==> src/rtl/ci2c_pkg.sv <==
package ci2c_pkg;
  localparam int DEV_W = 7;
  localparam int REG_W = 7;
  localparam int VAL_W = 9;
  localparam int BYTE_W = REG_W + 1;

  typedef enum logic [1:0] {
    OP_BIT  = 2'd0,
    OP_RST  = 2'd1,
    OP_STOP = 2'd2
  } bus_op_e;

  typedef enum logic [3:0] {
    SQ_IDLE   = 4'd0,
    SQ_START  = 4'd1,
    SQ_TX     = 4'd2,
    SQ_TACK   = 4'd3,
    SQ_RSTART = 4'd4,
    SQ_RX     = 4'd5,
    SQ_MACK   = 4'd6,
    SQ_STOP   = 4'd7
  } seq_st_e;
endpackage

==> src/rtl/ci2c_quarter_tick.sv <==
module ci2c_quarter_tick #(
  parameter int DIV_W = 16
) (
  input  logic             clk,
  input  logic             rst_n,
  input  logic [DIV_W-1:0] div,
  output logic             tick
);
  logic [DIV_W-1:0] cnt;

  // Free-running down counter: one tick every div+1 cycles.
  always_ff @(posedge clk) begin
    if (!rst_n)            cnt <= '0;
    else if (cnt == '0)    cnt <= div;
    else                   cnt <= cnt - 1'b1;
  end

  assign tick = (cnt == '0);
endmodule

==> src/rtl/ci2c_bit_engine.sv <==
module ci2c_bit_engine
  import ci2c_pkg::*;
(
  input  logic    clk,
  input  logic    rst_n,
  input  logic    tick,
  input  logic    go,
  input  bus_op_e op,
  input  logic    tx_bit,
  input  logic    sda_in,
  output logic    fin,
  output logic    rx_bit,
  output logic    scl_oe,
  output logic    sda_oe
);
  logic    active;
  logic [1:0] q;
  bus_op_e op_q;
  logic    bit_q;

  // Every operation is four quarters long:
  // q0 pull SCL low, q1 set SDA, q2 release SCL, q3 sample or make a condition.
  always_ff @(posedge clk) begin
    if (!rst_n) begin
      active <= 1'b0;
      q      <= 2'd0;
      op_q   <= OP_BIT;
      bit_q  <= 1'b1;
      fin    <= 1'b0;
      rx_bit <= 1'b1;
      scl_oe <= 1'b0;
      sda_oe <= 1'b0;
    end else begin
      fin <= 1'b0;
      if (!active) begin
        if (go) begin
          active <= 1'b1;
          q      <= 2'd0;
          op_q   <= op;
          bit_q  <= tx_bit;
        end
      end else if (tick) begin
        q <= q + 2'd1;
        case (q)
          2'd0: scl_oe <= 1'b1;
          2'd1: begin
            case (op_q)
              OP_BIT:  sda_oe <= ~bit_q;
              OP_RST:  sda_oe <= 1'b0;
              default: sda_oe <= 1'b1;
            endcase
          end
          2'd2: scl_oe <= 1'b0;
          default: begin
            active <= 1'b0;
            fin    <= 1'b1;
            case (op_q)
              OP_BIT:  rx_bit <= sda_in;
              OP_RST:  sda_oe <= 1'b1;
              default: sda_oe <= 1'b0;
            endcase
          end
        endcase
      end
    end
  end
endmodule

==> src/rtl/ci2c_sequencer.sv <==
module ci2c_sequencer
  import ci2c_pkg::*;
(
  input  logic             clk,
  input  logic             rst_n,
  input  logic             start,
  input  logic             rnw,
  input  logic [DEV_W-1:0] dev_addr,
  input  logic [REG_W-1:0] reg_addr,
  input  logic [VAL_W-1:0] wdata,
  input  logic             fin,
  input  logic             rx_bit,
  output logic             go,
  output bus_op_e          op,
  output logic             tx_bit,
  output logic             busy,
  output logic             done,
  output logic             nack_err,
  output logic [VAL_W-1:0] rdata
);
  seq_st_e           st;
  logic              pend;
  logic [2:0]        bcnt;
  logic [BYTE_W-1:0] sh;
  logic [1:0]        tx_idx;
  logic              rx_first, hi_bit, rd_ok, err_pend, rnw_q;
  logic [DEV_W-1:0]  dev_q;
  logic [REG_W-1:0]  reg_q;
  logic [VAL_W-1:0]  wd_q;

  assign go = (st != SQ_IDLE) && !pend;

  always_comb begin
    op     = OP_BIT;
    tx_bit = 1'b1;
    case (st)
      SQ_START, SQ_RSTART: op = OP_RST;
      SQ_STOP:             op = OP_STOP;
      SQ_TX:               tx_bit = sh[BYTE_W-1];
      SQ_MACK:             tx_bit = ~rx_first;
      default:             tx_bit = 1'b1;
    endcase
  end

  always_ff @(posedge clk) begin
    if (!rst_n) begin
      st <= SQ_IDLE; pend <= 1'b0; bcnt <= 3'd0; sh <= '0; tx_idx <= 2'd0;
      rx_first <= 1'b0; hi_bit <= 1'b0; rd_ok <= 1'b0; err_pend <= 1'b0;
      rnw_q <= 1'b0; dev_q <= '0; reg_q <= '0; wd_q <= '0;
      busy <= 1'b0; done <= 1'b0; nack_err <= 1'b0; rdata <= '0;
    end else begin
      done <= 1'b0;
      if (go) pend <= 1'b1;
      if (st == SQ_IDLE) begin
        if (start) begin
          rnw_q <= rnw; dev_q <= dev_addr; reg_q <= reg_addr; wd_q <= wdata;
          busy <= 1'b1; nack_err <= 1'b0; err_pend <= 1'b0; rd_ok <= 1'b0;
          st <= SQ_START;
        end
      end else if (fin) begin
        pend <= 1'b0;
        case (st)
          SQ_START: begin
            sh <= {dev_q, 1'b0}; bcnt <= 3'd7; tx_idx <= 2'd0; st <= SQ_TX;
          end
          SQ_RSTART: begin
            sh <= {dev_q, 1'b1}; bcnt <= 3'd7; tx_idx <= 2'd2; st <= SQ_TX;
          end
          SQ_TX: begin
            sh <= {sh[BYTE_W-2:0], 1'b0};
            if (bcnt == 3'd0) st <= SQ_TACK;
            else              bcnt <= bcnt - 3'd1;
          end
          SQ_TACK: begin
            if (rx_bit) begin
              err_pend <= 1'b1;
              st <= SQ_STOP;
            end else begin
              bcnt <= 3'd7;
              case (tx_idx)
                2'd0: begin
                  // value MSB rides in the LSB of the register byte
                  sh <= {reg_q, rnw_q ? 1'b0 : wd_q[VAL_W-1]};
                  tx_idx <= 2'd1; st <= SQ_TX;
                end
                2'd1: begin
                  if (rnw_q) st <= SQ_RSTART;
                  else begin
                    sh <= wd_q[BYTE_W-1:0]; tx_idx <= 2'd2; st <= SQ_TX;
                  end
                end
                default: begin
                  if (rnw_q) begin
                    rx_first <= 1'b1; st <= SQ_RX;
                  end else st <= SQ_STOP;
                end
              endcase
            end
          end
          SQ_RX: begin
            sh <= {sh[BYTE_W-2:0], rx_bit};
            if (bcnt == 3'd0) st <= SQ_MACK;
            else              bcnt <= bcnt - 3'd1;
          end
          SQ_MACK: begin
            if (rx_first) begin
              hi_bit <= sh[0]; rx_first <= 1'b0; bcnt <= 3'd7; st <= SQ_RX;
            end else begin
              rd_ok <= 1'b1; st <= SQ_STOP;
            end
          end
          SQ_STOP: begin
            st <= SQ_IDLE; busy <= 1'b0; done <= 1'b1; nack_err <= err_pend;
            if (rd_ok) rdata <= {hi_bit, sh};
          end
          default: st <= SQ_IDLE;
        endcase
      end
    end
  end
endmodule

==> src/rtl/ci2c_codec_master.sv <==
module ci2c_codec_master
  import ci2c_pkg::*;
#(
  parameter int DIV_W = 16
) (
  input  logic             clk,
  input  logic             rst_n,
  input  logic [DIV_W-1:0] clk_div,
  input  logic             start,
  input  logic             rnw,
  input  logic [DEV_W-1:0] dev_addr,
  input  logic [REG_W-1:0] reg_addr,
  input  logic [VAL_W-1:0] wdata,
  output logic             busy,
  output logic             done,
  output logic             nack_err,
  output logic [VAL_W-1:0] rdata,
  output logic             scl_oe,
  output logic             sda_oe,
  input  logic             sda_in
);
  logic    tick, go, tx_bit, fin, rx_bit;
  bus_op_e op;

  ci2c_quarter_tick #(.DIV_W(DIV_W)) u_tick (
    .clk(clk), .rst_n(rst_n), .div(clk_div), .tick(tick)
  );

  ci2c_bit_engine u_eng (
    .clk(clk), .rst_n(rst_n), .tick(tick), .go(go), .op(op), .tx_bit(tx_bit),
    .sda_in(sda_in), .fin(fin), .rx_bit(rx_bit), .scl_oe(scl_oe), .sda_oe(sda_oe)
  );

  ci2c_sequencer u_seq (
    .clk(clk), .rst_n(rst_n), .start(start), .rnw(rnw), .dev_addr(dev_addr),
    .reg_addr(reg_addr), .wdata(wdata), .fin(fin), .rx_bit(rx_bit), .go(go),
    .op(op), .tx_bit(tx_bit), .busy(busy), .done(done), .nack_err(nack_err),
    .rdata(rdata)
  );
endmodule

==> config.mk <==
export PLATFORM = sky130hd
export DESIGN_NAME = ci2c_codec_master
export DESIGN_NICKNAME = d
export VERILOG_FILES = /design/src/rtl/ci2c_pkg.sv /design/src/rtl/ci2c_quarter_tick.sv /design/src/rtl/ci2c_bit_engine.sv /design/src/rtl/ci2c_sequencer.sv /design/src/rtl/ci2c_codec_master.sv
export SDC_FILE = /design/constraint.sdc
export NUM_CORES = 1
export LEC_CHECK = 0
export BUFFER_PORTS_ARGS = -buffer_cell sky130_fd_sc_hd__buf_2
export CAP_MARGIN = 20
export CORE_AREA = 3 3 100 102
export DETAILED_ROUTE_END_ITERATION = 7
export DIE_AREA = 0 0 103 105
export PLACE_DENSITY = 0.6
export SKIP_LAST_GASP = 1
export SLEW_MARGIN = 20
export SYNTH_ARGS = -nofsm -noshare
export SYNTH_HDL_FRONTEND = slang
export SYNTH_SLANG_ARGS = --single-unit
==> constraint.sdc <==
create_clock -name clk -period 3.1 [get_ports clk]
set_input_delay 0.155 -clock clk [delete_from_list [all_inputs] [get_ports clk]]
set_output_delay 0.155 -clock clk [all_outputs]
set_load 0.1 [all_outputs]
==> results of run 1 <==
==> cells in the mapped netlist, drive strengths merged, types with 3 or more instances <==
cell type  count
and2           3
nor2b          5
clkbuf        22
nand3         19
mux2           8
a31oi          5
nand2b         4
o21ai         21
nand2         82
or4            3
mux2i          7
o22ai          7
or3            3
nor4           6
ha             8
nor2          36
o211ai         8
xnor2          6
a211oi         9
o31ai          6
a21oi         53
nand4          7
nor3          14
buf           11
dfxtp         83
a211o          3
inv           16
xor2           6
==> area by class of cell <==
| type | instances | area share |
|---|---|---|
| Inverter | 16 | 0.0130 |
| Clock inverter | 7 | 0.0130 |
| Timing Repair Buffer | 63 | 0.0718 |
| Clock buffer | 9 | 0.0269 |
| Multi-Input combinational cell | 365 | 0.484 |
| Tap cell | 111 | 0.0302 |
| Sequential cell | 83 | 0.361 |
==> cell families (layout without fill, tap and decap cells) <==
group / after synthesis / count (layout) / share of synthesized area
buf+inv: 49 / 95 / 0.0498
compound gates: 132 / 132 / 0.203
fa+ha+maj: 8 / 8 / 0.0245
mux: 15 / 15 / 0.0391
simple gates: 198 / 198 / 0.252
flops: 83 / 83 / 0.406
xor+xnor: 12 / 12 / 0.0257
==> metal layers <==
layer  GRT usage  wire length, µm
met1       0.245             4410
met2       0.286             4450
met3      0.0427              460
met4      0.0444               61
met5           0                0
==> registers in the layout, summed over array words and instances (netlist names), 2 cells and up, named ones only <==
signal,flops
u_eng.op_q,2
u_eng.q,2
u_seq.bcnt,3
u_seq.dev_q,7
u_seq.rdata,9
u_seq.reg_q,7
u_seq.sh,8
u_seq.st,3
u_seq.tx_idx,2
u_seq.wd_q,9
u_tick.cnt,16
==> final timing paths <==
kind / endpoint / slack, ps / depth (start not counted)
setup reg to reg: u_seq.sh[5] / 790 / 4
setup / recovery: u_seq.sh[5] / 790 / 4
hold / removal: u_seq.rnw_q / 20 / 3
hold reg to reg: u_seq.rdata[2] / 460 / 2
==> worst min-delay path: stages <==
cell and delay (ps):
buf_2 90, nand2_1 40, a21oi_1 50
==> power by group <==
| group | switching [µW] | internal (µW) | leakage, µW |
|---|---|---|---|
| clock network | 433 | 304 | 0.0000908 |
| registers | 234 | 1230 | 0.000676 |
| logic | 695 | 487 | 0.00101 |
==> stage by stage <==
stage	cells	power, µW
finish	654	3380
global route	654	3630
CTS	654	3420
detailed placement	638	2670
global placement	638	2650
floorplan	497	2440
==> flow_summary.ini, run 1 <==
[worst_setup_path]
crit_required_ps = 3360
path_max_fanout = 30
cp-start-kind = register
crit_start = u_seq.st[1]
end_kind = register
slowest_delay_ps = 890
crit_family = simple AND/OR/NAND/NOR gates
cp.arrival_ps = 2570
crit_path_frequent_cell = or3_1
worstSetupPathType = reg2reg
critPathBufInv = 0
crit_chain = or3_1 > nand3_4 > or3_1 > o31ai_1
r2r-start = u_seq.st[1]
cp_slowest_cell = dfxtp_1

[cts]
worst_skew_pair.late_latency_ps = 360
cts_root_buf = clkbuf_8
cts_buffers = 9
post-cts-setup-buffers = 0
cts_max_path_buffers = 2
cts_tree = built
clkTransAtPathRegs_ps = 100
postCtsHoldBufs = 0
h-tree-depth = 3
ctsResizeCount = 0
cts.sinks = 83

[route]
routedWlPerCell_um = 14.4
route.detailed.drc = 0
drtPass1Iterations = 4
drtIter0Drc = 231
ant_nets = 0
vias_per_cell = 5.49
wl_um = 9390
vias = 3592

[sta]
worst_slew_pin_slew_ps = 854
period_needed_ps = 2310
hold_violations = 0
finalSetupViolCount = 0
whs_ps = 19.6
fmax_mhz = 434
fin_skew_ps = 13.0
fin_tns_setup_ps = 0
fin_crit_sh = 0.744
maxSlewViolCount = 0
slew_headroom = 0.429
worst_slack_ps = 795
grt_setup_unrepaired = false

[global_routing]
grt_pass1_wl_um = 15900
track_usage = 0.180
grt_antenna_before_repair = 0
grt_max_degree = 57
grt_pass1_vias = 3364
grt-ovfl-total = 0

[yosys]
syn-mean-instance-area_um2 = 8.24
synth.distinct_cells = 66
synth_ff_type = dfxtp_1
syn-cell-area_um2 = 4090
synth_edf_count = 0
yosys-top-cells-area = dfxtp_1, nand2_1, a21oi_1
synthCells = 497
yosysTopAreaCellShare = 0.406
synthesis.nets = 549
yosysWarnings = 0
yosysTopAreaCell = dfxtp_1
ys_seq_area_frac = 0.406
ys_seq_elements = 83
async_flop_share = 0

[power_and_ir_drop]
ir_worst_vdd_mv = 0.310
power.leakage_uw = 0.00178
p_per_area_nw_per_um2 = 735

[floorplan]
die_h_um = 105
core_area_um2 = 9200
rows = 35
floorplan.initialDensity = 0.445
fp.dieArea_um2 = 10800
die_w_um = 103
ioPinCount = 58

[cells_and_area]
final_area_um2 = 4600
multi_input_area_um2 = 2230
seq_area_um2 = 1660
diodes = 0
final_common_cell = dfxtp_1
area_delta_synth_final_pct = 12.4
nFillCells = 925
utilization = 0.501
layout_common_cells = dfxtp_1, nand2_1, buf_2
num-nets-final = 590
layout-drive-gt1-share = 0.166

[placed_design]
placed_area_um2 = 4420
portBuffers = 57
gp_congestion = 0.834
dp_slack_ps = 850
hpwl_um = 6550

[outcome]
status = complete, no violations

[run]
max_cap_viol_count = 0

[worst_hold_path]
hold_path.startpoint = rnw
hold_class = in2reg
Note: power is estimated with default switching activity, not from simulation.
==> run 2, diff against run 1 <==
PLACE_DENSITY = 0.62   (was 0.6)
clock period = 1.9 ns   (was 3.1 ns; I/O delays follow)
==> flow_summary.ini, run 2 (synthesized netlist as in run 1, its figures left out) <==
[placed_design]
portBuffers = 57
gp_congestion = 0.847
dp_slack_ps = 83.0
hpwl_um = 7170

[cells_and_area]
diodes = 0
area_delta_synth_final_pct = 23.0
nFillCells = 868
final_common_cell = dfxtp_1
largest-register = u_tick.cnt
layout_common_cells = dfxtp_1, nand2_1, buf_2
largest_register_ffs = 16
num-nets-final = 636
layout-drive-gt1-share = 0.190
reg.largest.list = u_tick.cnt x16, u_seq.rdata x9, u_seq.wd_q x9

[sta]
finalSetupViolCount = 0
worst_slew_pin_slew_ps = 628
fin_tns_setup_ps = 0
worst_slack_ps = 139
fin_crit_sh = 0.927
fmax_mhz = 568
whs_ps = 25.9
maxSlewViolCount = 0
slew_headroom = 0.579
period_needed_ps = 1760
hold_violations = 0
grt_setup_unrepaired = false
fin_skew_ps = 9.30

[worst_setup_path]
r2r_cells = 4
cp-start-kind = register
r2r_setup_slack_ps = 140
path_max_fanout = 10
crit_required_ps = 2160
end_kind = register
worstSetupPathType = reg2reg
cp.arrival_ps = 2020

[route]
routedWlPerCell_um = 14.5
wl_um = 10200
drtIter0Drc = 160
vias_per_cell = 5.48
drtPass1Iterations = 4
ant_nets = 0
route.detailed.drc = 0
vias = 3839

[floorplan]
floorplan.initialDensity = 0.445
rows = 35
die_w_um = 103
fp.dieArea_um2 = 10800
core_area_um2 = 9200
die_h_um = 105
ioPinCount = 58

[global_routing]
track_usage = 0.193
grt_pass1_vias = 3646
grt-ovfl-total = 0
grt_antenna_before_repair = 0
grt_pass1_wl_um = 17100
grt_max_degree = 33

[cts]
cts.sinks = 83
cts_max_path_buffers = 2
worst_skew_pair.late_latency_ps = 350
cts_buffers = 9
cts_root_buf = clkbuf_8
clkTransAtPathRegs_ps = 90
h-tree-depth = 3
cts_tree = built

[run]
max_cap_viol_count = 0

[power_and_ir_drop]
p_per_area_nw_per_um2 = 1150
switching_share = 0.395
p_switching_uw = 2280
power.leakage_uw = 0.00198
power_uw = 5770
ir_worst_vdd_mv = 0.518
seq_power_share = 0.403
p_int_uw = 3490
p_clk_frac = 0.204
p_comb_frac = 0.392

[worst_hold_path]
hold_class = in2reg
whs_path_depth = 3

[outcome]
status = complete, no violations
## run 2: cell types whose count changed in the layout (fill, tap and decap cells not counted), moves of 2 or more
cell	change
clkinv_4	-3
clkinvlp_4	+3
dlygate4sd3_1	+26
inv_6	-2
buf_4	+19
## run 2: final timing paths
check                  from             end
min              clk_div[2]   u_tick.cnt[2]
max reg2reg     u_seq.st[1]     u_seq.sh[7]
min reg2reg  u_seq.rdata[3]  u_seq.rdata[3]
max             u_seq.st[1]     u_seq.sh[7]
## run 2: power by group through the flow
stage	Clock, µW	Combinational (µW)	Sequential [µW]
after detailed placement	0	2210	2360
after global placement	0	2180	2340
final	1180	2260	2330
after floorplan	0	1670	2310
after global routing	1290	2520	2360
after CTS	1220	2270	2320
## run 2: per-stage QoR
step	std cells	cell area, µm²	util
global route	700	5030	0.547
global placement	658	4580	0.498
detailed placement	658	4580	0.498
floorplan	497	4090	-
finish	700	5030	0.547
CTS	699	5010	0.545
## run 2: what timing repair did
action | CTS | global route
resized for setup | 0 | 3
buffers inserted | 0 | 0
hold buffers | 25 | 1
setup endpoints to repair | 0 | 5
endpoints found under the hold margin | 25 | 1
## run 2: layout make-up
type                       instances  area (µm²)  area share
sequential                        83        1660       0.330
inverter                          16        60.1      0.0119
tap                              111         139      0.0276
clock buffer                      10         128      0.0254
clock inverter                     6        50.0     0.00994
timing repair buffer             109         753       0.150
multi-input combinational        365        2240       0.445
## run 2: worst max-delay path: stages (launching register included)
cell     delay (ps)
dfxtp_1         510
inv_1           170
o21ai_1         530
o22ai_1         220
o31ai_1         250
## run 2: per-layer routing
layer	global-route usage	wire [µm]
met5	0	0
met2	0.308	4750
met3	0.0387	456
met1	0.260	4790
met4	0.0601	176
